<file path="src/rtl/seg_prefix_adder.sv">
module seg_prefix_adder (
  input  logic [15:0] a,
  input  logic [15:0] b,
  input  logic        cin,
  output logic [15:0] sum,
  output logic        cout
);
  localparam int W    = 16;
  localparam int SEG  = 4;
  localparam int NSEG = W / SEG;

  function automatic logic [1:0] pg_merge(input logic [1:0] hi, input logic [1:0] lo);
    return {hi[1] | (hi[0] & lo[1]), hi[0] & lo[0]};
  endfunction

  logic [W-1:0] g, p;
  assign g = a & b;
  assign p = a ^ b;

  logic [1:0] gp [W];
  for (genvar i = 0; i < W; i++) begin : g_pair
    assign gp[i] = {g[i], p[i]};
  end

  logic [1:0] l1_1, l1_3, l1_5, l1_7, l1_9, l1_11;
  assign l1_1  = pg_merge(gp[1],  gp[0]);
  assign l1_3  = pg_merge(gp[3],  gp[2]);
  assign l1_5  = pg_merge(gp[5],  gp[4]);
  assign l1_7  = pg_merge(gp[7],  gp[6]);
  assign l1_9  = pg_merge(gp[9],  gp[8]);
  assign l1_11 = pg_merge(gp[11], gp[10]);

  logic [1:0] l2_3, l2_7, l2_11;
  assign l2_3  = pg_merge(l1_3,  l1_1);
  assign l2_7  = pg_merge(l1_7,  l1_5);
  assign l2_11 = pg_merge(l1_11, l1_9);

  logic [1:0] l3_7, l3_11, l4_11;
  assign l3_7  = pg_merge(l2_7,  l2_3);
  assign l3_11 = pg_merge(l2_11, l2_7);
  assign l4_11 = pg_merge(l3_11, l2_3);

  logic [NSEG-1:0] seg_cin;
  assign seg_cin[0] = cin;
  assign seg_cin[1] = l2_3[1]  | (l2_3[0]  & cin);
  assign seg_cin[2] = l3_7[1]  | (l3_7[0]  & cin);
  assign seg_cin[3] = l4_11[1] | (l4_11[0] & cin);

  always_comb begin
    logic c;
    c = 1'b0;
    sum = '0;
    for (int s = 0; s < NSEG; s++) begin
      c = seg_cin[s];
      for (int j = 0; j < SEG; j++) begin
        sum[s*SEG+j] = p[s*SEG+j] ^ c;
        c = g[s*SEG+j] | (p[s*SEG+j] & c);
      end
    end
    cout = c;
  end
endmodule

</file>
<file path="config.mk">
export PLATFORM = sky130hd
export DESIGN_NAME = seg_prefix_adder
export DESIGN_NICKNAME = d
export VERILOG_FILES = /design/src/rtl/seg_prefix_adder.sv
export SDC_FILE = /design/constraint.sdc
export NUM_CORES = 1
export LEC_CHECK = 0
export BUFFER_PORTS_ARGS = -buffer_cell sky130_fd_sc_hd__clkbuf_2
export CORE_MARGIN = 2
export CORE_UTILIZATION = 37
export DETAILED_ROUTE_END_ITERATION = 10
export PLACE_DENSITY = 0.76
export SYNTH_ARGS = -nofsm -noshare
export SYNTH_HDL_FRONTEND = slang
export SYNTH_SLANG_ARGS = --single-unit
</file>
<file path="constraint.sdc">
create_clock -name vclk -period 5.3
set_input_delay 1.06 -clock vclk [all_inputs]
set_output_delay 1.06 -clock vclk [all_outputs]
set_load 0.01 [all_outputs]
</file>
==> results of run 1 <==
==> tightest hold or removal path: stages <==
cell,delay (ns)
clkbuf_2,0.09
fa_1,0.15
clkbuf_2,0.13
==> area by class of cell <==
type,instances,area [µm²]
tap,16,20.02
inverter,18,67.56
timing repair buffer,50,250.2
multi-input combinational,49,569.3
fill,145,634.4
==> cells in the mapped netlist <==
| library cell | instances |
|---|---|
| inv_1 | 18 |
| fa_1 | 13 |
| ha_1 | 12 |
| a21oi_1 | 3 |
| nand2_1 | 3 |
| nor2_1 | 3 |
| o21ai_0 | 2 |
| xnor2_1 | 2 |
| a2111oi_1 | 1 |
| a211oi_2 | 1 |
| a21o_1 | 1 |
| a21o_2 | 1 |
| a41oi_1 | 1 |
| nand3_1 | 1 |
| nor3_1 | 1 |
| o21ai_1 | 1 |
| o21bai_1 | 1 |
| or2_2 | 1 |
| xor2_1 | 1 |
==> layout by cell type, fill, tap and decap left out, drive strengths merged <==
master | Yosys | routed
clkbuf | 0 | 50
inv | 18 | 18
fa | 13 | 13
ha | 12 | 12
nand2 | 3 | 3
nor2 | 3 | 3
a21oi | 3 | 3
o21ai | 3 | 3
xnor2 | 2 | 2
a21o | 2 | 2
nor3 | 1 | 1
a211oi | 1 | 1
o21bai | 1 | 1
xor2 | 1 | 1
nand3 | 1 | 1
a2111oi | 1 | 1
or2 | 1 | 1
a41oi | 1 | 1
==> power by group <==
| group | leakage (µW) | internal [µW] | total (µW) | switching (µW) |
|---|---|---|---|---|
| sequential | 0 | 0 | 0 | 0 |
| clock | 0 | 0 | 0 | 0 |
| combinational | 0.000552 | 52.0 | 110 | 58.4 |
| total | 0.000552 | 52.0 | 110 | 58.4 |
==> cell families after synthesis <==
| logic type | count (synthesis) | synth area share [%] |
|---|---|---|
| AO/OA/AOI/OAI | 12 | 13.55 |
| XOR/XNOR | 3 | 4.184 |
| adder cells (fa/ha/maj) | 25 | 65.34 |
| buffers and inverters | 18 | 10.76 |
| AND/OR/NAND/NOR | 9 | 6.174 |
==> final timing paths <==
check / from / slack (ns) / depth (start not counted) / to
min: b[13] / 2.48 / 3 / sum[13]
max: a[0] / 0.22 / 13 / sum[15]
==> stage by stage <==
step	worst slack, ns	power (µW)
global route	0.006852	126.2
CTS	0.1210	111.6
global placement	0.1594	107.4
detailed placement	0.1289	111.0
floorplan	0.4186	66.40
finish	0.2226	110.4
==> routing by layer <==
layer  up-vias  GRT usage (%)  wire, µm  share of wire [%]
li1        315              -         -                  -
met1       280          15.79       458                 37
met2        29          27.71       702                 56
met3         0              0        89                7.1
met4         0              0         0                  0
met5         -              0         0                  0
==> flow_summary.json, run 1 <==
{
  "status": "complete, no violations",
  "final.clkbuf_count": 0,
  "slowest_stage": "fa_1",
  "crit_chain": "clkbuf_2 -> ha_1 -> a211oi_2 -> o21ai_2 -> a2111oi_2 -> nor2_1 -> fa_1 -> fa_1 -> fa_1 -> inv_1 -> fa_1 -> inv_1 -> clkbuf_2",
  "hpwl_um": 1272,
  "antenna_found_initial": 0,
  "start_util_pct": 40.75,
  "diodes": 0,
  "synthCells": 67,
  "post-route-period-util_pct": 95.80,
  "vias": 624,
  "std_cell_rows": 14,
  "io_buffers": 50,
  "relSlewSlack_pct": 76.70,
  "synth_cell_type_count": 19,
  "utilization_pct": 58.85,
  "hold_buffers": 0,
  "leakage_uw": 0.0005516,
  "fmaxAchievable_mhz": 197.0,
  "synth_area_leader_cell": "fa_1",
  "postCtsSetupBuffers": 0,
  "viasPerCell": 4.692,
  "worstSetupStartpointType": "primary input",
  "dp_cells": 133,
  "yosys-top-cells-area": "fa_1 (41%), ha_1 (24%), inv_1 (11%)",
  "layout.nets": 177,
  "synth_area_per_cell_um2": 9.375,
  "finalSetupViolCount": 0,
  "fin_cells": 133,
  "fin_area_um2": 907.1,
  "min_period_ns": 5.077,
  "track_usage_pct": 13.29,
  "die_x_um": 45.20,
  "gp_congestion": 0.6840,
  "core_area_um2": 1541,
  "worst_slew_pin_slew_ns": 0.3458,
  "path_delay_family": "adder cells",
  "dpl_cell_area_um2": 898.4,
  "grt_max_degree": 5,
  "crit_path_max_incr_delay_ns": 0.40,
  "worstPathArrival_ns": 4.02,
  "worst_hold_slack_ns": 2.483,
  "die_area_um2": 2043,
  "routed_wl_um": 1251,
  "grt_remaining_overflow": 0,
  "synth_seq_area_share_pct": 0,
  "syn_nets": 125,
  "cp.required_ns": 4.24,
  "drtPass1Iterations": 1,
  "syn_area_um2": 628.1,
  "p_per_area_nw_per_um2": 121.7,
  "yosysWarningCount": 0,
  "crit_fanout": 2,
  "peakVddDrop_v": 0.00005847,
  "critical_path.most_common_cell": "fa_1",
  "drc": 0,
  "synth_top_area_share_pct": 41.43,
  "ios": 50,
  "seq_cell_count": 0,
  "die_y_um": 45.20,
  "initialDrtViolationCount": 0,
  "layout-drive-gt1-share_pct": 47.01,
  "tns_ns": 0,
  "hold_viol": 0,
  "grt_pass1_wl_um": 2166,
  "ant_nets": 0,
  "grt_pass1_vias": 618,
  "drv_cap": 0,
  "syn_to_final_growth_pct": 44.42,
  "slew_violations": 0,
  "ff_latch_area_um2": 0,
  "avgRoutedWirePerCell_um": 9.406,
  "crit_type": "in -> out",
  "grt_setup_unrepaired": "false",
  "cp-end-kind": "primary output",
  "hp-class": "in -> out",
  "cts_resized": 0,
  "worst-path-buf-inv": 4
}
(Power assumes the default switching activity.)
==> inputs of run 2 (changes only) <==
--- a/config.mk
+++ b/config.mk
@@ -5,11 +5,12 @@
 export SDC_FILE = /design/constraint.sdc
 export NUM_CORES = 1
 export LEC_CHECK = 0
+export ABC_AREA = 1
 export BUFFER_PORTS_ARGS = -buffer_cell sky130_fd_sc_hd__clkbuf_2
 export CORE_MARGIN = 2
 export CORE_UTILIZATION = 37
 export DETAILED_ROUTE_END_ITERATION = 10
-export PLACE_DENSITY = 0.76
+export PLACE_DENSITY = 0.75
 export SYNTH_ARGS = -nofsm -noshare
 export SYNTH_HDL_FRONTEND = slang
 export SYNTH_SLANG_ARGS = --single-unit
==> run 2 against run 1 <==
Against the previous run: synthesized cell count increased by 25%; total power increased by 0.27%; die area increased by 6.2%; final cell count increased by 20%; wire length increased by 7.6%; worst setup slack improved by 0.30 ns; non-clock buffer count unchanged; sequential share of layout area unchanged.
==> flow_summary.json, run 2 <==
{
  "crit_start": "a[7]",
  "core_area_um2": 1708,
  "switching_share_pct": 54.10,
  "drtPass1Iterations": 3,
  "relSlewSlack_pct": 89.41,
  "synth_area_leader_cell": "fa_1",
  "hold_viol": 0,
  "internal_power_uw": 50.83,
  "seqPwrFrac_pct": 0,
  "crit_chain": "clkbuf_2 -> ha_1 -> nand2_2 -> inv_1 -> nand2_1 -> nand2_1 -> a21oi_1 -> nand2_1 -> fa_1 -> fa_1 -> fa_1 -> inv_1 -> fa_1 -> inv_1 -> clkbuf_2",
  "syn_to_final_growth_pct": 41.98,
  "synth_top_area_share_pct": 38.81,
  "holdPathStages": 3,
  "die_area_um2": 2169,
  "dpl_cell_area_um2": 952.2,
  "min_from": "b[13]",
  "yosysWarningCount": 0,
  "crit_path_max_incr_delay_ns": 0.40,
  "cp-end-kind": "primary output",
  "die_x_um": 46.58,
  "hp-class": "in -> out",
  "io_buffers": 50,
  "drc": 0,
  "synth-simple-area-share_pct": 17.91,
  "routed_wl_um": 1346,
  "hpwl_um": 1373,
  "min_to": "sum[13]",
  "status": "complete, no violations",
  "track_usage_pct": 13.96,
  "grt_remaining_overflow": 0,
  "worst-path-buf-inv": 5,
  "gp_congestion": 0.6594,
  "cts_resized": 0,
  "synth_area_per_cell_um2": 7.984,
  "tns_ns": 0,
  "multi_input_area_um2": 576.8,
  "synth_seq_area_share_pct": 0,
  "antenna_found_initial": 0,
  "leakage_uw": 0.0006132,
  "drv_cap": 0,
  "crit_fanout": 3,
  "crit_type": "in -> out",
  "num-fill-cells": 150,
  "mostFrequentLayoutCell": "clkbuf_2",
  "fmaxAchievable_mhz": 209.4,
  "synth_most_common_cell": "inv_1",
  "min_period_ns": 4.776,
  "dp_cells": 159,
  "seq_cell_count": 0,
  "fin_area_um2": 952.2,
  "std_cell_rows": 15,
  "slowest_stage": "fa_1",
  "synthCells": 84,
  "synth_compound_area_share_pct": 2.985,
  "synth_cell_type_count": 12,
  "ant_nets": 0,
  "grt_pass1_wl_um": 2304,
  "hold_buffers": 0,
  "yosys-top-cells-area": "fa_1 (39%), ha_1 (22%), inv_1 (14%)",
  "p_sw_uw": 59.91,
  "grt_setup_unrepaired": "false",
  "synth_commonest_cells": "inv_1 (25), nand2_1 (20), fa_1 (13), ha_1 (12), a21oi_1 (4)",
  "peakVddDrop_v": 0.00006660,
  "worst_slew_pin_slew_ns": 0.1588,
  "worstSetupStartpointType": "primary input",
  "synthMuxAreaShare_pct": 0,
  "syn_area_um2": 670.6,
  "synth_xor_area_share_pct": 3.918,
  "p_per_area_nw_per_um2": 116.3,
  "vias": 675,
  "start_util_pct": 39.27,
  "slew_violations": 0,
  "syn_nets": 142,
  "finalSetupViolCount": 0,
  "synthAdderAreaFrac_pct": 61.19,
  "grt_max_degree": 4,
  "final.clkbuf_count": 0,
  "grt_pass1_vias": 645,
  "layout-drive-gt1-share_pct": 41.04,
  "die_y_um": 46.58,
  "avgRoutedWirePerCell_um": 8.465,
  "layout.nets": 194,
  "clockPowerShare_pct": 0,
  "ff_latch_area_um2": 0,
  "diodes": 0,
  "cp.required_ns": 4.24,
  "combPwrFrac_pct": 100.0,
  "synth_top_family_by_area": "adder cells",
  "viasPerCell": 4.245,
  "ios": 50,
  "post-route-period-util_pct": 90.12,
  "postCtsSetupBuffers": 0,
  "path_delay_family": "adder cells",
  "fin_cells": 159,
  "worstPathArrival_ns": 3.72,
  "critical_path.most_common_cell": "fa_1",
  "layout_common_cells": "clkbuf_2 (50), inv_1 (25), nand2_1 (20)",
  "initialDrtViolationCount": 1
}
[run 2: final cells by class]
cell class                      count  share of cell area, %
Inverter                           25                  9.855
Timing Repair Buffer               50                  26.28
Tap cell                           25                  3.285
Multi-Input combinational cell     59                  60.58
[run 2: power groups by stage]
stage | sequential, µW | combinational (µW) | clock, µW
2_1_floorplan | 0 | 67.7 | 0
3_5_place_dp | 0 | 113 | 0
5_1_grt | 0 | 128 | 0
3_3_place_gp | 0 | 109 | 0
6_report | 0 | 111 | 0
4_1_cts | 0 | 114 | 0
[run 2: how the worst max path moves through the flow]
stage | end | slack [ns] | cells after the start
floorplan | sum[15] | 0.80 | 13
global placement | sum[15] | 0.57 | 13
detailed placement | sum[15] | 0.50 | 15
CTS | sum[15] | 0.50 | 15
global route | sum[15] | 0.31 | 13
finish | sum[15] | 0.52 | 15
[run 2: cells by family after synthesis]
kind of cell / Yosys count
AO/OA/AOI/OAI: 4
XOR/XNOR: 3
adder cells (fa/ha/maj): 25
buffers and inverters: 25
AND/OR/NAND/NOR: 27
[run 2: metal layers]
| metal | track usage, % | vias up | part of all wire (%) |
|---|---|---|---|
| li1 | - | 345 | - |
| met4 | 0 | 0 | 0 |
| met5 | 0 | - | 0 |
| met3 | 0 | 0 | 6.8 |
| met1 | 15.91 | 299 | 36 |
| met2 | 29.72 | 31 | 57 |
[run 2: stage by stage]
| stage | hold WS, ns | util, % | setup WS, ns | power (µW) |
|---|---|---|---|---|
| final | 2.487 | 55.75 | 0.5236 | 110.7 |
| after global routing | 2.503 | 55.75 | 0.3073 | 128.4 |
| after CTS | 2.495 | 55.75 | 0.5046 | 113.6 |
| after detailed placement | 2.493 | 55.75 | 0.5041 | 113.2 |
| after global placement | 2.491 | 55.75 | 0.5658 | 109.0 |
| after floorplan | 2.308 | - | 0.7967 | 67.69 |
